==> config.mk <==
export PLATFORM = sky130hd
export DESIGN_NAME = tick_timer_bank
export DESIGN_NICKNAME = d
export VERILOG_FILES = /design/src/rtl/timer_bank_pkg.sv /design/src/rtl/reload_ctr.sv /design/src/rtl/free_ctr.sv /design/src/rtl/tick_timer_bank.sv
export SDC_FILE = /design/constraint.sdc
export NUM_CORES = 1
export LEC_CHECK = 0
export BUFFER_PORTS_ARGS = -buffer_cell sky130_fd_sc_hd__clkbuf_2
export CORE_MARGIN = 3
export CORE_UTILIZATION = 29
export CTS_CLUSTER_DIAMETER = 120
export DETAILED_ROUTE_END_ITERATION = 10
export GPL_TIMING_DRIVEN = 0
export PLACE_DENSITY = 0.45
export SYNTH_ARGS = -nofsm -noshare
export SYNTH_HDL_FRONTEND = slang
export SYNTH_SLANG_ARGS = --single-unit
==> constraint.sdc <==
create_clock -name clk -period 2.94 [get_ports clk]
set_clock_uncertainty 0.1 [all_clocks]
set_input_delay 0.147 -clock clk [delete_from_list [all_inputs] [get_ports clk]]
set_output_delay 0.147 -clock clk [all_outputs]
set_load 0.05 [all_outputs]
==> src/rtl/timer_bank_pkg.sv <==
package timer_bank_pkg;

  // register slot inside a down-counter's group of four words
  typedef enum logic [1:0] {
    SEL_LOAD  = 2'd0,
    SEL_VALUE = 2'd1,
    SEL_CTRL  = 2'd2,
    SEL_CLEAR = 2'd3
  } reg_sel_e;

  localparam int RUN_BIT      = 7;
  localparam int PERIODIC_BIT = 6;
  localparam int SLOW_BIT     = 3;
  localparam int FREE_EN_BIT  = 8;

  localparam logic [1:0] FREE_SLOT = 2'd3;
  localparam logic [1:0] FREE_LOW  = 2'd0;
  localparam logic [1:0] FREE_HIGH = 2'd1;

  typedef struct packed {
    logic run;
    logic periodic;
    logic slow;
  } ctrl_t;

  function automatic ctrl_t ctrl_from_word(input logic [7:0] w);
    ctrl_t c;
    c.run      = w[RUN_BIT];
    c.periodic = w[PERIODIC_BIT];
    c.slow     = w[SLOW_BIT];
    return c;
  endfunction

  function automatic logic [7:0] ctrl_to_word(input ctrl_t c);
    logic [7:0] w;
    w               = '0;
    w[RUN_BIT]      = c.run;
    w[PERIODIC_BIT] = c.periodic;
    w[SLOW_BIT]     = c.slow;
    return w;
  endfunction

endpackage

==> src/rtl/reload_ctr.sv <==
module reload_ctr
  import timer_bank_pkg::*;
#(
  parameter int W = 16
) (
  input  logic         clk,
  input  logic         rst_n,
  input  logic         slow_tick,
  input  logic         fast_tick,
  input  logic         load_wr,
  input  logic         ctrl_wr,
  input  logic         clear_wr,
  input  logic [W-1:0] wr_val,
  input  ctrl_t        ctrl_in,
  output logic [W-1:0] count,
  output logic [W-1:0] load_q,
  output ctrl_t        ctrl_q,
  output logic         irq
);

  // next value after one counting step
  function automatic logic [W-1:0] step_value(input logic [W-1:0] cur,
                                               input logic [W-1:0] reload,
                                               input logic         periodic);
    if (cur == '0) return periodic ? reload : '1;
    return cur - W'(1);
  endfunction

  logic step;
  logic underflow;

  assign step      = ctrl_q.run && (ctrl_q.slow ? slow_tick : fast_tick);
  assign underflow = step && (count == '0);

  always_ff @(posedge clk) begin
    if (!rst_n) begin
      load_q <= '0;
      ctrl_q <= '0;
    end else begin
      if (load_wr) load_q <= wr_val;
      if (ctrl_wr) ctrl_q <= ctrl_in;
    end
  end

  always_ff @(posedge clk) begin
    if (!rst_n)                     count <= '0;
    else if (load_wr && !ctrl_q.run) count <= wr_val;
    else if (step)                   count <= step_value(count, load_q, ctrl_q.periodic);
  end

  always_ff @(posedge clk) begin
    if (!rst_n)         irq <= 1'b0;
    else if (underflow) irq <= 1'b1;
    else if (clear_wr)  irq <= 1'b0;
  end


  hold_when_stopped_chk: assert property (@(posedge clk) disable iff (!rst_n)
    (!ctrl_q.run && !load_wr) |=> $stable(count));


  periodic_reload_chk: assert property (@(posedge clk) disable iff (!rst_n)
    (underflow && ctrl_q.periodic) |=> (count == $past(load_q)));


  wrap_all_ones_chk: assert property (@(posedge clk) disable iff (!rst_n)
    (underflow && !ctrl_q.periodic) |=> (count == '1));


  irq_cause_chk: assert property (@(posedge clk) disable iff (!rst_n)
    $rose(irq) |-> $past(underflow));


  irq_clear_chk: assert property (@(posedge clk) disable iff (!rst_n)
    (clear_wr && !underflow) |=> !irq);

endmodule

==> src/rtl/free_ctr.sv <==
module free_ctr #(
  parameter int W = 40
) (
  input  logic         clk,
  input  logic         rst_n,
  input  logic         fast_tick,
  input  logic         high_wr,
  input  logic         en_in,
  output logic [W-1:0] count,
  output logic         en
);

  function automatic logic [W-1:0] bump(input logic [W-1:0] cur);
    return cur + W'(1);
  endfunction

  always_ff @(posedge clk) begin
    if (!rst_n)                 en <= 1'b0;
    else if (high_wr)           en <= en_in;
  end

  always_ff @(posedge clk) begin
    if (!rst_n)                  count <= '0;
    else if (high_wr && !en_in)  count <= '0;
    else if (en && fast_tick)    count <= bump(count);
  end


  free_advance_chk: assert property (@(posedge clk) disable iff (!rst_n)
    (en && fast_tick && !high_wr) |=> (count == $past(count) + W'(1)));


  free_idle_chk: assert property (@(posedge clk) disable iff (!rst_n)
    (!en && !high_wr) |=> $stable(count));


  free_zero_chk: assert property (@(posedge clk) disable iff (!rst_n)
    (high_wr && !en_in) |=> (count == '0 && !en));

endmodule

==> src/rtl/tick_timer_bank.sv <==
module tick_timer_bank
  import timer_bank_pkg::*;
#(
  parameter int W0     = 16,
  parameter int W1     = 16,
  parameter int W2     = 32,
  parameter int FREE_W = 40,
  parameter int DATA_W = 32,
  parameter int ADDR_W = 4
) (
  input  logic              clk,
  input  logic              rst_n,
  input  logic              slow_tick,
  input  logic              fast_tick,
  input  logic              wr_en,
  input  logic              rd_en,
  input  logic [ADDR_W-1:0] addr,
  input  logic [DATA_W-1:0] wdata,
  output logic [DATA_W-1:0] rdata,
  output logic              rvalid,
  output logic [2:0]        irq
);

  localparam int NCTR = 3;
  localparam int HI_W = FREE_W - DATA_W;

  logic [1:0] slot;
  reg_sel_e   sel;
  assign slot = addr[3:2];
  assign sel  = reg_sel_e'(addr[1:0]);

  logic [DATA_W-1:0] cnt_ext  [NCTR];
  logic [DATA_W-1:0] load_ext [NCTR];
  ctrl_t             ctrl_v   [NCTR];
  ctrl_t             ctrl_new;

  assign ctrl_new = ctrl_from_word(wdata[7:0]);

  for (genvar i = 0; i < NCTR; i++) begin : g_ctr
    localparam int WI = (i == 0) ? W0 : (i == 1) ? W1 : W2;
    logic          hit;
    logic [WI-1:0] cnt_w;
    logic [WI-1:0] load_w;

    assign hit = wr_en && (slot == 2'(i));

    reload_ctr #(.W(WI)) u_ctr (
      .clk      (clk),
      .rst_n    (rst_n),
      .slow_tick(slow_tick),
      .fast_tick(fast_tick),
      .load_wr  (hit && sel == SEL_LOAD),
      .ctrl_wr  (hit && sel == SEL_CTRL),
      .clear_wr (hit && sel == SEL_CLEAR),
      .wr_val   (wdata[WI-1:0]),
      .ctrl_in  (ctrl_new),
      .count    (cnt_w),
      .load_q   (load_w),
      .ctrl_q   (ctrl_v[i]),
      .irq      (irq[i])
    );

    assign cnt_ext[i]  = DATA_W'(cnt_w);
    assign load_ext[i] = DATA_W'(load_w);
  end

  logic [FREE_W-1:0] free_cnt;
  logic              free_en;

  free_ctr #(.W(FREE_W)) u_free (
    .clk      (clk),
    .rst_n    (rst_n),
    .fast_tick(fast_tick),
    .high_wr  (wr_en && slot == FREE_SLOT && addr[1:0] == FREE_HIGH),
    .en_in    (wdata[FREE_EN_BIT]),
    .count    (free_cnt),
    .en       (free_en)
  );

  logic [DATA_W-1:0] rd_word;

  always_comb begin
    rd_word = '0;
    if (slot == FREE_SLOT) begin
      if (addr[1:0] == FREE_LOW)
        rd_word = free_cnt[DATA_W-1:0];
      else if (addr[1:0] == FREE_HIGH) begin
        rd_word[FREE_EN_BIT] = free_en;
        rd_word[HI_W-1:0]    = free_cnt[FREE_W-1:DATA_W];
      end
    end else begin
      case (sel)
        SEL_LOAD:  rd_word = load_ext[slot];
        SEL_VALUE: rd_word = cnt_ext[slot];
        SEL_CTRL:  rd_word = DATA_W'(ctrl_to_word(ctrl_v[slot]));
        default:   rd_word = '0;
      endcase
    end
  end

  always_ff @(posedge clk) begin
    if (!rst_n) begin
      rdata  <= '0;
      rvalid <= 1'b0;
    end else begin
      rvalid <= rd_en;
      if (rd_en) rdata <= rd_word;
    end
  end


  read_valid_chk: assert property (@(posedge clk) disable iff (!rst_n)
    rd_en |=> rvalid);


  read_single_chk: assert property (@(posedge clk) disable iff (!rst_n)
    !rd_en |=> !rvalid);

endmodule

==> key figures <==
Place
  – Placer congestion estimate: around 0.95
  – Number of port buffers: between 70 and 80
  – Placed cells: between 2000 and 2500
  – Setup slack at placement: -0.321 ns
  – DP HPWL: around 38 mm
  – Placed Area: 12700 um2

Logic synthesis
  – Sequential element share of the synthesized area: between 30% and 40%
  – Syn. warnings: 0
  – Count of different cell masters after synthesis: 68
  – Synth Flop Type: dfxtp_1
  – Synthesized cell area: 11700 um2
  – Synthesis-stage register bit count: 214
  – Post-synth top area share: a little under two fifths
  – Number of synthesized flops with an enable pin: 0
  – Post-synth ARST share: 0%
  – Synth top area cells: dfxtp_1 37%, nand2_1 7.2%, a21oi_1 5.5%
  – Mapped Cells: about 1500
  – Average size of a mapped cell: between 7 and 8 um2
  – Syn nets: about 1500
  – Synth area leader: dfxtp_1

Timing
  – Final cycle utilization of the critical path: 95.1%
  – Final WS setup: 0.143 ns
  – RSZ-0062 raised after global routing: no
  – Period minus WS final: about 2.8 ns
  – Setup violators final: 0
  – Max Freq: 358 MHz
  – Worst slew margin: a little under a quarter
  – Max-slew violations: 0
  – Fin. Hold Viols: 0
  – Worst slew pin tran: ~1.1 ns
  – Final TNS setup: 0 ns

Floorplan
  – DIE HEIGHT: just over 200 um
  – Starting density of the core: 29.7%
  – Die area: between 40000 and 50000 um2
  – Die width: 206 um
  – Core Rows: between 70 and 80
  – Core Footprint: 39200 um2
  – I/O pin cnt: a little under 80

Clock network
  – Clk slew on worst S/H paths: about 0.06 ns
  – Root buf cell: clkbuf_16
  – CTS tree: done
  – Postcts setup bufs: 0
  – Clk Latency, worst-skew pair: 0.55 ns
  – H-tree levels: 1
  – Clock sinks: 214
  – Num CTS Buffers: 27
  – Deepest clock path buffer count: 3

Critical path
  – Worst R2R Start: u_free.count[12]$_SDFFE_PP0P_
  – R2R Path End: u_free.count[39]$_SDFFE_PP0P_
  – R2r setup slk: 0.14 ns
  – Crit path capture type: flip-flop
  – Crit path kind: flip-flop to flip-flop
  – Required time of the critical path: about 3.3 ns
  – Worst setup SP type: flip-flop
  – CP cell instances: nand4_4 > or4_4 > buf_6 > or4_1 > buf_2 > or4_1 > a21oi_1
  – Max stage delay cell, worst path: or4_4
  – Worst r2r path cells: 7
  – Critical path's largest stage delay: about 0.55 ns
  – Crit-path max FO: 8
  – Critical path arrival: approximately 3.2 ns
  – Most frequent cell on the critical path: or4_1

Routing
  – Drt drc: 0
  – Starting DRT DRC Count: between 1000 and 1500
  – Post-Route WL: ~50 mm
  – Vias: between 10000 and 15000
  – Antenna-violating nets left: 0
  – TritonRoute pass-1 iters: 5
  – Vias per cell: roughly 5.6
  – Drt wl/cell: between 20 and 25 um

Cells and area
  – Area of the multi-input gates: 6910 um2
  – Final non-filler cell total: between 2000 and 2500
  – Synth-to-layout area growth: 20.1%
  – Net total in the final layout: around 1700
  – Reg area: between 4000 and 5000 um2
  – Post-route cell area: 14000 um2
  – Fillers: between 4000 and 5000
  – Share of layout cells above drive strength 1: between 10% and 20%

Job
  – Max Cap Violations: 0

Power
  – Pleak: around 4.8 nW
  – Total chip power: around 7.6 mW
  – Worst VDD drop: ~0.31 mV
  – Pwr per Cell Area: roughly 540 nW/um2

GRT
  – Largest net degree at the start of global routing: 13
  – Antenna violations before repair: 3
  – Gr ovfl total: 0
  – GRT Overall Usage: 23.2%
  – Vias in the first global route: ~11000
  – First-pass GRT wire length: between 70 and 80 mm

Worst hold path
  – Worst Hold Class: input port to flip-flop
  – Min-Delay Startpoint: rd_en
  – Worst Hold Path Cells: 3
  – WHS Endpoint: rdata[19]$_SDFFE_PN0P_

Status
  – Status: finished clean
per-layer routing:
layer	vias up	track usage, %	wire [um]	part of all wire (%)
met5	-	0	0	0
met4	0	8.82	2110	4.2
met3	88	2.88	2850	5.7
met2	416	34.6	21300	42
met1	5877	34.0	24000	48
li1	5711	-	-	-
power breakdown:
part | internal, mW | switching [mW] | total (mW)
clock | 2.08 | 1.38 | 3.47
combinational | 0.364 | 0.776 | 1.14
sequential | 2.96 | 0.0615 | 3.02
total | 5.40 | 2.22 | 7.62
synth_stat cells, types with 8 or more instances:
master / instances
a221oi_1: 11
clkbuf_1: 120
nand4_1: 23
xnor2_1: 47
nand2_1: 224
nand4b_1: 9
nand2b_1: 9
nor2_1: 99
or4_1: 12
mux2_2: 32
a31oi_1: 29
nand3_1: 43
inv_1: 17
and3_1: 11
a211oi_1: 31
or3_1: 24
nor3_1: 28
a22o_1: 12
o21ai_0: 64
a21oi_1: 128
xor2_1: 23
a32o_1: 11
mux2i_1: 17
a22oi_1: 60
nor4_1: 29
o221ai_1: 24
o31ai_1: 13
dfxtp_1: 214
o22ai_1: 8
how the worst max path moves through the flow:
stage                                               start                                    end  slack [ns]  depth (start not counted)
global placement     g_ctr[2].u_ctr.count[0]$_SDFFE_PN0P_  g_ctr[2].u_ctr.count[16]$_SDFFE_PN0P_       -0.30                         10
floorplan                   u_free.count[12]$_SDFFE_PP0P_          u_free.count[33]$_SDFFE_PP0P_        0.40                          7
detailed placement   g_ctr[2].u_ctr.count[0]$_SDFFE_PN0P_  g_ctr[2].u_ctr.count[16]$_SDFFE_PN0P_       -0.32                         10
CTS                  g_ctr[2].u_ctr.count[0]$_SDFFE_PN0P_  g_ctr[2].u_ctr.count[28]$_SDFFE_PN0P_        0.04                          7
global route        g_ctr[2].u_ctr.count[12]$_SDFFE_PN0P_   g_ctr[2].u_ctr.count[6]$_SDFFE_PN0P_       0.002                          9
finish                      u_free.count[12]$_SDFFE_PP0P_          u_free.count[39]$_SDFFE_PP0P_        0.14                          7
cell families (layout without fill, tap and decap cells):
logic type | count (synthesis) | count (layout) | share of synthesized area [%]
other cells | 0 | 1 | 0
fa+ha+maj | 7 | 7 | 0.751
flops | 214 | 214 | 36.8
compound gates | 436 | 436 | 24.7
mux | 49 | 49 | 4.55
buf+inv | 148 | 300 | 4.95
xor+xnor | 70 | 70 | 5.26
simple gates | 555 | 555 | 23.0
timing repair:
action / CTS / global route
pin swaps: 0 / 0
endpoints found under the setup margin: 22 / 40
hold buffers: 31 / 0
hold endpoints to repair: 87 / 0
resized for setup: 5 / 15
stage by stage:
| stage | util (%) | hold slack (ns) |
|---|---|---|
| after detailed placement | 32.3 | 0.296 |
| after floorplan | - | 0.183 |
| after global routing | 35.7 | 0.0847 |
| after global placement | 32.3 | 0.290 |
| after CTS | 35.5 | 0.0360 |
| final | 35.7 | 0.0253 |
sequential cells by signal (all words and copies together), names as in the netlist:
| name | flops |
|---|---|
| g_ctr.u_ctr.count | 64 |
| u_free.count | 40 |
| g_ctr.u_ctr.irq | 3 |
| g_ctr.u_ctr.ctrl_q | 9 |
| rvalid | 1 |
| u_free.en | 1 |
| g_ctr.u_ctr.load_q | 64 |
| rdata | 32 |
area by class of cell:
cell class	instances	share of cell area [%]
Antenna cell	1	0.0179
Buffer	129	3.63
Clock buffer	42	5.87
Clock inverter	7	0.634
Inverter	18	0.482
Multi-Input combinational cell	1117	49.3
Sequential cell	214	30.6
Tap cell	518	4.63
Timing Repair Buffer	104	4.82
critical path: cells and delay by family, from the launching register on:
family | cells | cell delay, ns
flops | 1 | 0.48
compound gates | 1 | 0.15
buf+inv | 2 | 0.34
simple gates | 4 | 1.64
cell usage in the layout, fill, tap and decap left out, types with 7 or more instances in the layout:
cell           Yosys  routed
clkbuf_1         120     123
a22oi_1           60      60
o21ai_0           64      64
dlygate4sd3_1      0      31
nand4b_1           9       9
xor2_1            23      23
nand4_1           23      23
o31ai_1           13      13
o221ai_1          24      24
a221oi_1          11      11
inv_1             17      17
clkbuf_8           0       9
clkbuf_2           0      75
o22ai_1            8       8
or3_1             24      24
mux2_2            32      32
clkbuf_16          0      27
nor3_1            28      26
a32o_1            11      11
xnor2_1           47      47
or4_1             12      11
nand2_1          224     224
and3_1            11      11
dfxtp_1          214     214
nor2_1            99      98
a31oi_1           29      29
ha_1               7       7
or2_2              7       7
a21oi_1          128     128
nand2b_1           9       9
nor4_1            29      25
a211oi_1          31      31
a22o_1            12      12
nand3_1           43      42
mux2i_1           17      17
No activity file was read; power rests on OpenSTA's default activity.
